--- config.mk ---
export PLATFORM = sky130hd
export DESIGN_NAME = pulse_skip_div60
export DESIGN_NICKNAME = d
export VERILOG_FILES = /design/src/rtl/pulse_skip_div60.sv
export SDC_FILE = /design/constraint.sdc
export NUM_CORES = 1
export LEC_CHECK = 0
export BUFFER_PORTS_ARGS = -buffer_cell sky130_fd_sc_hd__buf_2
export CAP_MARGIN = 30
export CELL_PAD_IN_SITES_DETAIL_PLACEMENT = 1
export CELL_PAD_IN_SITES_GLOBAL_PLACEMENT = 1
export CORE_AREA = 8 8 45 47
export CTS_BUF_LIST = sky130_fd_sc_hd__clkbuf_4
export DETAILED_ROUTE_END_ITERATION = 10
export DIE_AREA = 0 0 53 55
export GPL_ROUTABILITY_DRIVEN = 0
export GPL_TIMING_DRIVEN = 0
export PLACE_DENSITY_LB_ADDON = 0.1
export SLEW_MARGIN = 25
export SYNTH_ARGS = -nofsm -noshare
export SYNTH_HDL_FRONTEND = slang
export SYNTH_SLANG_ARGS = --single-unit
--- constraint.sdc ---
create_clock -name clk -period 2.19 [get_ports clk]
set_input_delay 0.219 -clock clk [delete_from_list [all_inputs] [get_ports clk]]
set_output_delay 0.219 -clock clk [all_outputs]
set_load 0.05 [all_outputs]
--- src/rtl/pulse_skip_div60.sv ---
module pulse_skip_div60 (
  input  logic       clk,
  input  logic       rst,
  input  logic       sq_in,
  input  logic       seed_en,
  input  logic [3:0] seed_state,
  output logic       out10,
  output logic       out60,
  output logic [3:0] tap_ten,
  output logic [2:0] tap_six
);

  logic a_prev;
  logic tb, tc, td, te;
  logic sb, sc, sd;

  logic in_fall;
  assign in_fall = a_prev & ~sq_in;

  // ten stage, ripple order: first, second, third, control
  logic nb, nc, nd, ne;
  logic tc_trig_old, tc_trig_new, te_trig_old, te_trig_new;
  assign nb          = tb ^ in_fall;
  assign tc_trig_old = tb & ~te;
  assign tc_trig_new = nb & ~te;
  assign nc          = tc ^ (tc_trig_old & ~tc_trig_new);
  assign nd          = td ^ (tc & ~nc);
  assign te_trig_old = (td & ~te) | (tb & te);
  assign te_trig_new = (nd & ~te) | (nb & te);
  assign ne          = te ^ (te_trig_old & ~te_trig_new);

  // six stage, fed by falling edges of the ten stage output
  logic ten_fall;
  logic mb, mc, md;
  logic sc_trig_old, sc_trig_new, sd_trig_old, sd_trig_new;
  assign ten_fall    = td & ~nd;
  assign mb          = sb ^ ten_fall;
  assign sc_trig_old = sb & ~sd;
  assign sc_trig_new = mb & ~sd;
  assign mc          = sc ^ (sc_trig_old & ~sc_trig_new);
  assign sd_trig_old = (sc & ~sd) | (sb & sd);
  assign sd_trig_new = (mc & ~sd) | (mb & sd);
  assign md          = sd ^ (sd_trig_old & ~sd_trig_new);

  always_ff @(posedge clk) begin
    if (rst) begin
      a_prev <= 1'b0;
      {te, td, tc, tb} <= 4'b0;
      {sd, sc, sb} <= 3'b0;
    end else begin
      a_prev <= sq_in;
      if (seed_en) begin
        {te, td, tc, tb} <= seed_state;
      end else begin
        {te, td, tc, tb} <= {ne, nd, nc, nb};
        {sd, sc, sb} <= {md, mc, mb};
      end
    end
  end

  assign out10   = td;
  assign out60   = sc;
  assign tap_ten = {te, td, tc, tb};
  assign tap_six = {sd, sc, sb};

  // first element toggles on each input fall, and nothing moves without one
  a_r2_first_toggles: assert property (@(posedge clk) disable iff (rst)
    (in_fall && !seed_en) |=> (tap_ten[0] != $past(tap_ten[0])));
  a_r2_idle_stable: assert property (@(posedge clk) disable iff (rst)
    (!in_fall && !seed_en) |=> ($stable(tap_ten) && $stable(tap_six)));

  // control high blocks the second element
  a_r3_control_blocks: assert property (@(posedge clk) disable iff (rst)
    (te && !seed_en) |=> $stable(tap_ten[1]));

  // control clears on a fall of the first element
  a_r4_control_clears: assert property (@(posedge clk) disable iff (rst)
    (te && tb && in_fall && !seed_en) |=> !tap_ten[3]);

  // six stage moves only when the ten stage output falls
  a_r7_six_on_ten_fall: assert property (@(posedge clk) disable iff (rst)
    !($past(out10) && !out10) |-> $stable(tap_six));

  // seed loads the ten stage as given
  a_r8_seed_loads: assert property (@(posedge clk) disable iff (rst)
    seed_en |=> (tap_ten == $past(seed_state)));

endmodule

# After elaboration in Yosys (flattened, before gate mapping)
# Index checks and enable logic that the tools add are counted.
[totals]
ff_bits = 8
in_bits = 8
[classes]
mux = 4
bitwise = 39
[ops]
columns = ["cell", "n"]
rows = [
  ["1-bit bitwise AND", 19],
  ["1-bit NOT", 9],
  ["1-bit XOR", 7],
  ["1-bit two-way mux", 4],
  ["1-bit OR", 4],
]

# Longest topological paths before layout
[logic_depth]
word_depth = 22
ltp_mapped = 7

# Worst setup path before layout
# Ideal clock, no wire load.
[synth_timing]
path_type = "reg-to-reg"
from = "reg td, in the netlist out10"
to = "reg te"
arrival_ns = 1.343
required_ns = 2.112
setup_slack_ns = 0.769
stages_incl_launch_ff = 5
n_path_buf = 0
path_cell_list = "dfxtp_1 ha_1 nor3b_1 a211oi_1 nor3_1"
[synth_between]
elab_chain_len = 7
[synth_lines]
columns = ["item", "line_no", "source"]
rows = [
  ["start: declaration", "14", "logic tb, tc, td, te;"],
  ["start signal: assignment", "53", "{te, td, tc, tb} <= seed_state;"],
  ["start signal: assignment", "55", "{te, td, tc, tb} <= {ne, nd, nc, nb};"],
  ["1-bit XOR", "27", "assign nd = td ^ (tc & ~nc);"],
  ["1-bit bitwise AND", "29", "assign te_trig_new = (nd & ~te) | (nb & te);"],
  ["1-bit OR", "29", ""],
  ["1-bit NOT", "30", "assign ne = te ^ (te_trig_old & ~te_trig_new);"],
  ["1-bit bitwise AND (*)", "30", ""],
  ["1-bit XOR (*)", "30", ""],
  ["1-bit two-way mux (*)", "52", "if (seed_en) begin"],
  ["end signal: assignment", "53", ""],
  ["end signal: assignment", "55", ""],
  ["end: declaration", "14", ""],
]
# Every way passes the cells marked *; elsewhere a longest branch is shown, timed or not.
# A chain may end at the register's enable or synchronous reset.

# Worst setup path after layout
[layout_timing]
from = "reg tb"
to = "reg te"
[layout_between]
elab_chain_len = 14
[layout_lines]
columns = ["item", "line_no", "source"]
rows = [
  ["start: declaration", "14", ""],
  ["start signal: assignment", "53", ""],
  ["start signal: assignment", "55", ""],
  ["1-bit XOR", "23", "assign nb = tb ^ in_fall;"],
  ["1-bit bitwise AND", "25", "assign tc_trig_new = nb & ~te;"],
  ["1-bit NOT", "26", "assign nc = tc ^ (tc_trig_old & ~tc_trig_new);"],
  ["1-bit bitwise AND", "26", ""],
  ["1-bit XOR", "26", ""],
  ["1-bit NOT", "27", ""],
  ["1-bit bitwise AND", "27", ""],
  ["1-bit XOR", "27", ""],
  ["1-bit bitwise AND", "29", ""],
  ["1-bit OR", "29", ""],
  ["1-bit NOT", "30", ""],
  ["1-bit bitwise AND (*)", "30", ""],
  ["1-bit XOR (*)", "30", ""],
  ["1-bit two-way mux (*)", "52", ""],
]
# Marks and branches as above.

==> run metrics <==
DR iter-0 viols 7; Slew Limit Fails 0; Worst EP arrival 1.68 ns; top routing layer in use met3; Worst path max stage delay 0.37 ns; cell taking the most area after synthesis dfxtp_1; Synth top area share 0.376; setup tns final 0 ns; commonest cells in the netlist dfxtp_1 (8), buf_4 (7), nor2_1 (5); PD cells 617 nW/um^2; Final Hold Slack 0.205 ns; Setup Slack @ Placement 0.644 ns; row count 14; H-Tree Depth 1; FF-to-FF setup slack 0.69 ns; total track usage 0.0690; Mapped Area 425 um^2; vias in the first global route 355; Initial DRT Pass Iterations 4; core area 1380 um^2; Final Hold Viols 0; setup ws final 0.689 ns; DR WL/cell 11.6 um; Mapped Cells 44; RSZ-0062 raised after global routing no; Vias/cell 4.45; TritonCTS clock tree done; cts hold-fix bufs 0; final WL 895 um; Final Power 0.000332 W; Yosys warning count 0; initial antenna violation count 0; Fin Clk Skew 0.000823 ns; CTS Sinks 8; Post-synth ARST share 0; met1 wire length 381 um; count of input and output buffers 14; Post-synth EDFFs 0; kind of end point of the critical path register; latest clock arrival within the worst-skew pair 0.25 ns; Initial Utilization 0.307; Rel. slew slack 0.762; first-pass GRT wire length 1.42 mm; min-delay worst type in -> reg; total gr overflow 0; flops & latches, synth 8; Final ANT Viol Nets 0; Req. time, crit path 2.37 ns; Worst path slowest cell dfxtp_1; synthesized area per cell 9.67 um^2; CTS max path bufs 2; min Tclk post-route 1.50 ns; Seq/Total Area, Yosys 0.376; max-cap viol count 0; PostCTS Resize Cnt 0; most used cell along the critical path ha_1; Max Fanout on Critical Path 3; wire length on met2 415 um; most frequent cell after synthesis dfxtp_1; largest net degree at the start of global routing 9; crit-path cells nand3b_1, nor2_1, ha_1, ha_1, nor3b_1, a211oi_1, nor3_1; critical path class reg -> reg; die footprint 2920 um^2; drc violations 0; final net count 73; crit start category register; Via Count 343; Synth area leaders dfxtp_1 (38%), buf_4 (12%), xnor2_1 (6.2%), ha_1 (5.9%), mux2i_1 (4.7%); WL met3 98 um; status finished, final reports clean; RR Startpoint tb; Fmax 0.666 GHz; worst r2r path cells 7; CTS Root Cell clkbuf_4; Area growth syn-to-layout 26.5%; Synth Flop Type dfxtp_1; n_diodes 0; clk slew on worst S/H paths 0.06 ns; synth unique cells 21; Critical Path Sink te; Die H 55 um; Die X 53 um; R2R Path End te; Worst Setup SP tb; fraction of layout cells with a size suffix above 1 0.459; syn_nets 54; Boundary Pins 17; Pleak 0.271 nW; fin crit share 0.685; Final Setup Violations 0; setup repair bufs after CTS 0; clock buffer count from CTS 3; Worst-Margin Slew 0.357 ns; VDD IR max 0.000381 V
worst max-delay path, delay by kind of cell (launching register included):
kind / cells / cell delay (ns)
simple gates: 4 / 0.57
compound gates: 1 / 0.07
fa+ha+maj: 2 / 0.42
flops: 1 / 0.37
layer usage:
layer / global-route usage / up-vias
li1: - / 175
met1: 0.0673 / 152
met2: 0.109 / 16
met3: 0.0535 / 0
met4: 0.0259 / 0
met5: 0 / -
layout make-up:
type	instances	area, um^2
Multi-Input combinational cell	26	194
Fill cell	167	846
Inverter	1	3.75
Timing Repair Buffer	14	70.1
Clock buffer	3	22.5
Buffer	9	67.6
Sequential cell	8	160
Tap cell	16	20.0
layout by cell type (no fill, tap or decap):
| cell | n |
|---|---|
| buf_4 | 7 |
| nor2_1 | 5 |
| inv_1 | 1 |
| nor3b_1 | 1 |
| mux2i_1 | 2 |
| dfxtp_1 | 8 |
| nor2b_1 | 2 |
| buf_2 | 14 |
| nor3_1 | 1 |
| a21bo_2 | 1 |
| clkbuf_4 | 3 |
| a211oi_1 | 1 |
| nor2b_2 | 1 |
| nand2b_1 | 1 |
| nand3b_1 | 1 |
| buf_6 | 1 |
| clkbuf_1 | 1 |
| a21oi_1 | 2 |
| xnor2_1 | 3 |
| nand4b_1 | 1 |
| ha_1 | 2 |
| o21a_1 | 1 |
| and4bb_2 | 1 |
power breakdown:
| group | internal [W] | switching, W | total (W) | leakage (nW) |
|---|---|---|---|---|
| registers | 0.000152 | 0.00000493 | 0.000157 | 0.0657 |
| clock network | 0.0000628 | 0.0000508 | 0.000114 | 0.0138 |
| logic | 0.0000246 | 0.0000371 | 0.0000617 | 0.191 |
| total | 0.000239 | 0.0000929 | 0.000332 | 0.271 |
cell families (layout without fill, tap and decap cells):
| group | Yosys count | count (layout) | share of synthesized area |
|---|---|---|---|
| AO/OA/AOI/OAI | 5 | 5 | 0.0824 |
| multiplexers | 2 | 2 | 0.0471 |
| buffers and inverters | 10 | 27 | 0.168 |
| AND/OR/NAND/NOR | 14 | 14 | 0.206 |
| adder cells (fa/ha/maj) | 2 | 2 | 0.0588 |
| XOR/XNOR | 3 | 3 | 0.0618 |
| flip-flops | 8 | 8 | 0.376 |
registers in the layout, indices dropped and copies added, names as in the netlist:
register,flops
a_prev,1
tc,1
sb,1
out10,1
te,1
sd,1
out60,1
tb,1
stage by stage:
step	area, um^2	instances	util
2_1_floorplan	425	44	-
3_3_place_gp	515	74	0.373
3_5_place_dp	515	74	0.373
4_1_cts	538	77	0.389
5_1_grt	538	77	0.389
6_report	538	77	0.389
worst min path at each step:
| stage | from | endpoint | slack (ns) | cells after the start |
|---|---|---|---|---|
| floorplan | sq_in | a_prev | 0.35 | 1 |
| global placement | sq_in | a_prev | 0.45 | 2 |
| detailed placement | sq_in | a_prev | 0.46 | 2 |
| CTS | sq_in | a_prev | 0.20 | 2 |
| global route | sq_in | a_prev | 0.20 | 2 |
| finish | sq_in | a_prev | 0.21 | 2 |
No activity file was read; power rests on OpenSTA's default activity.
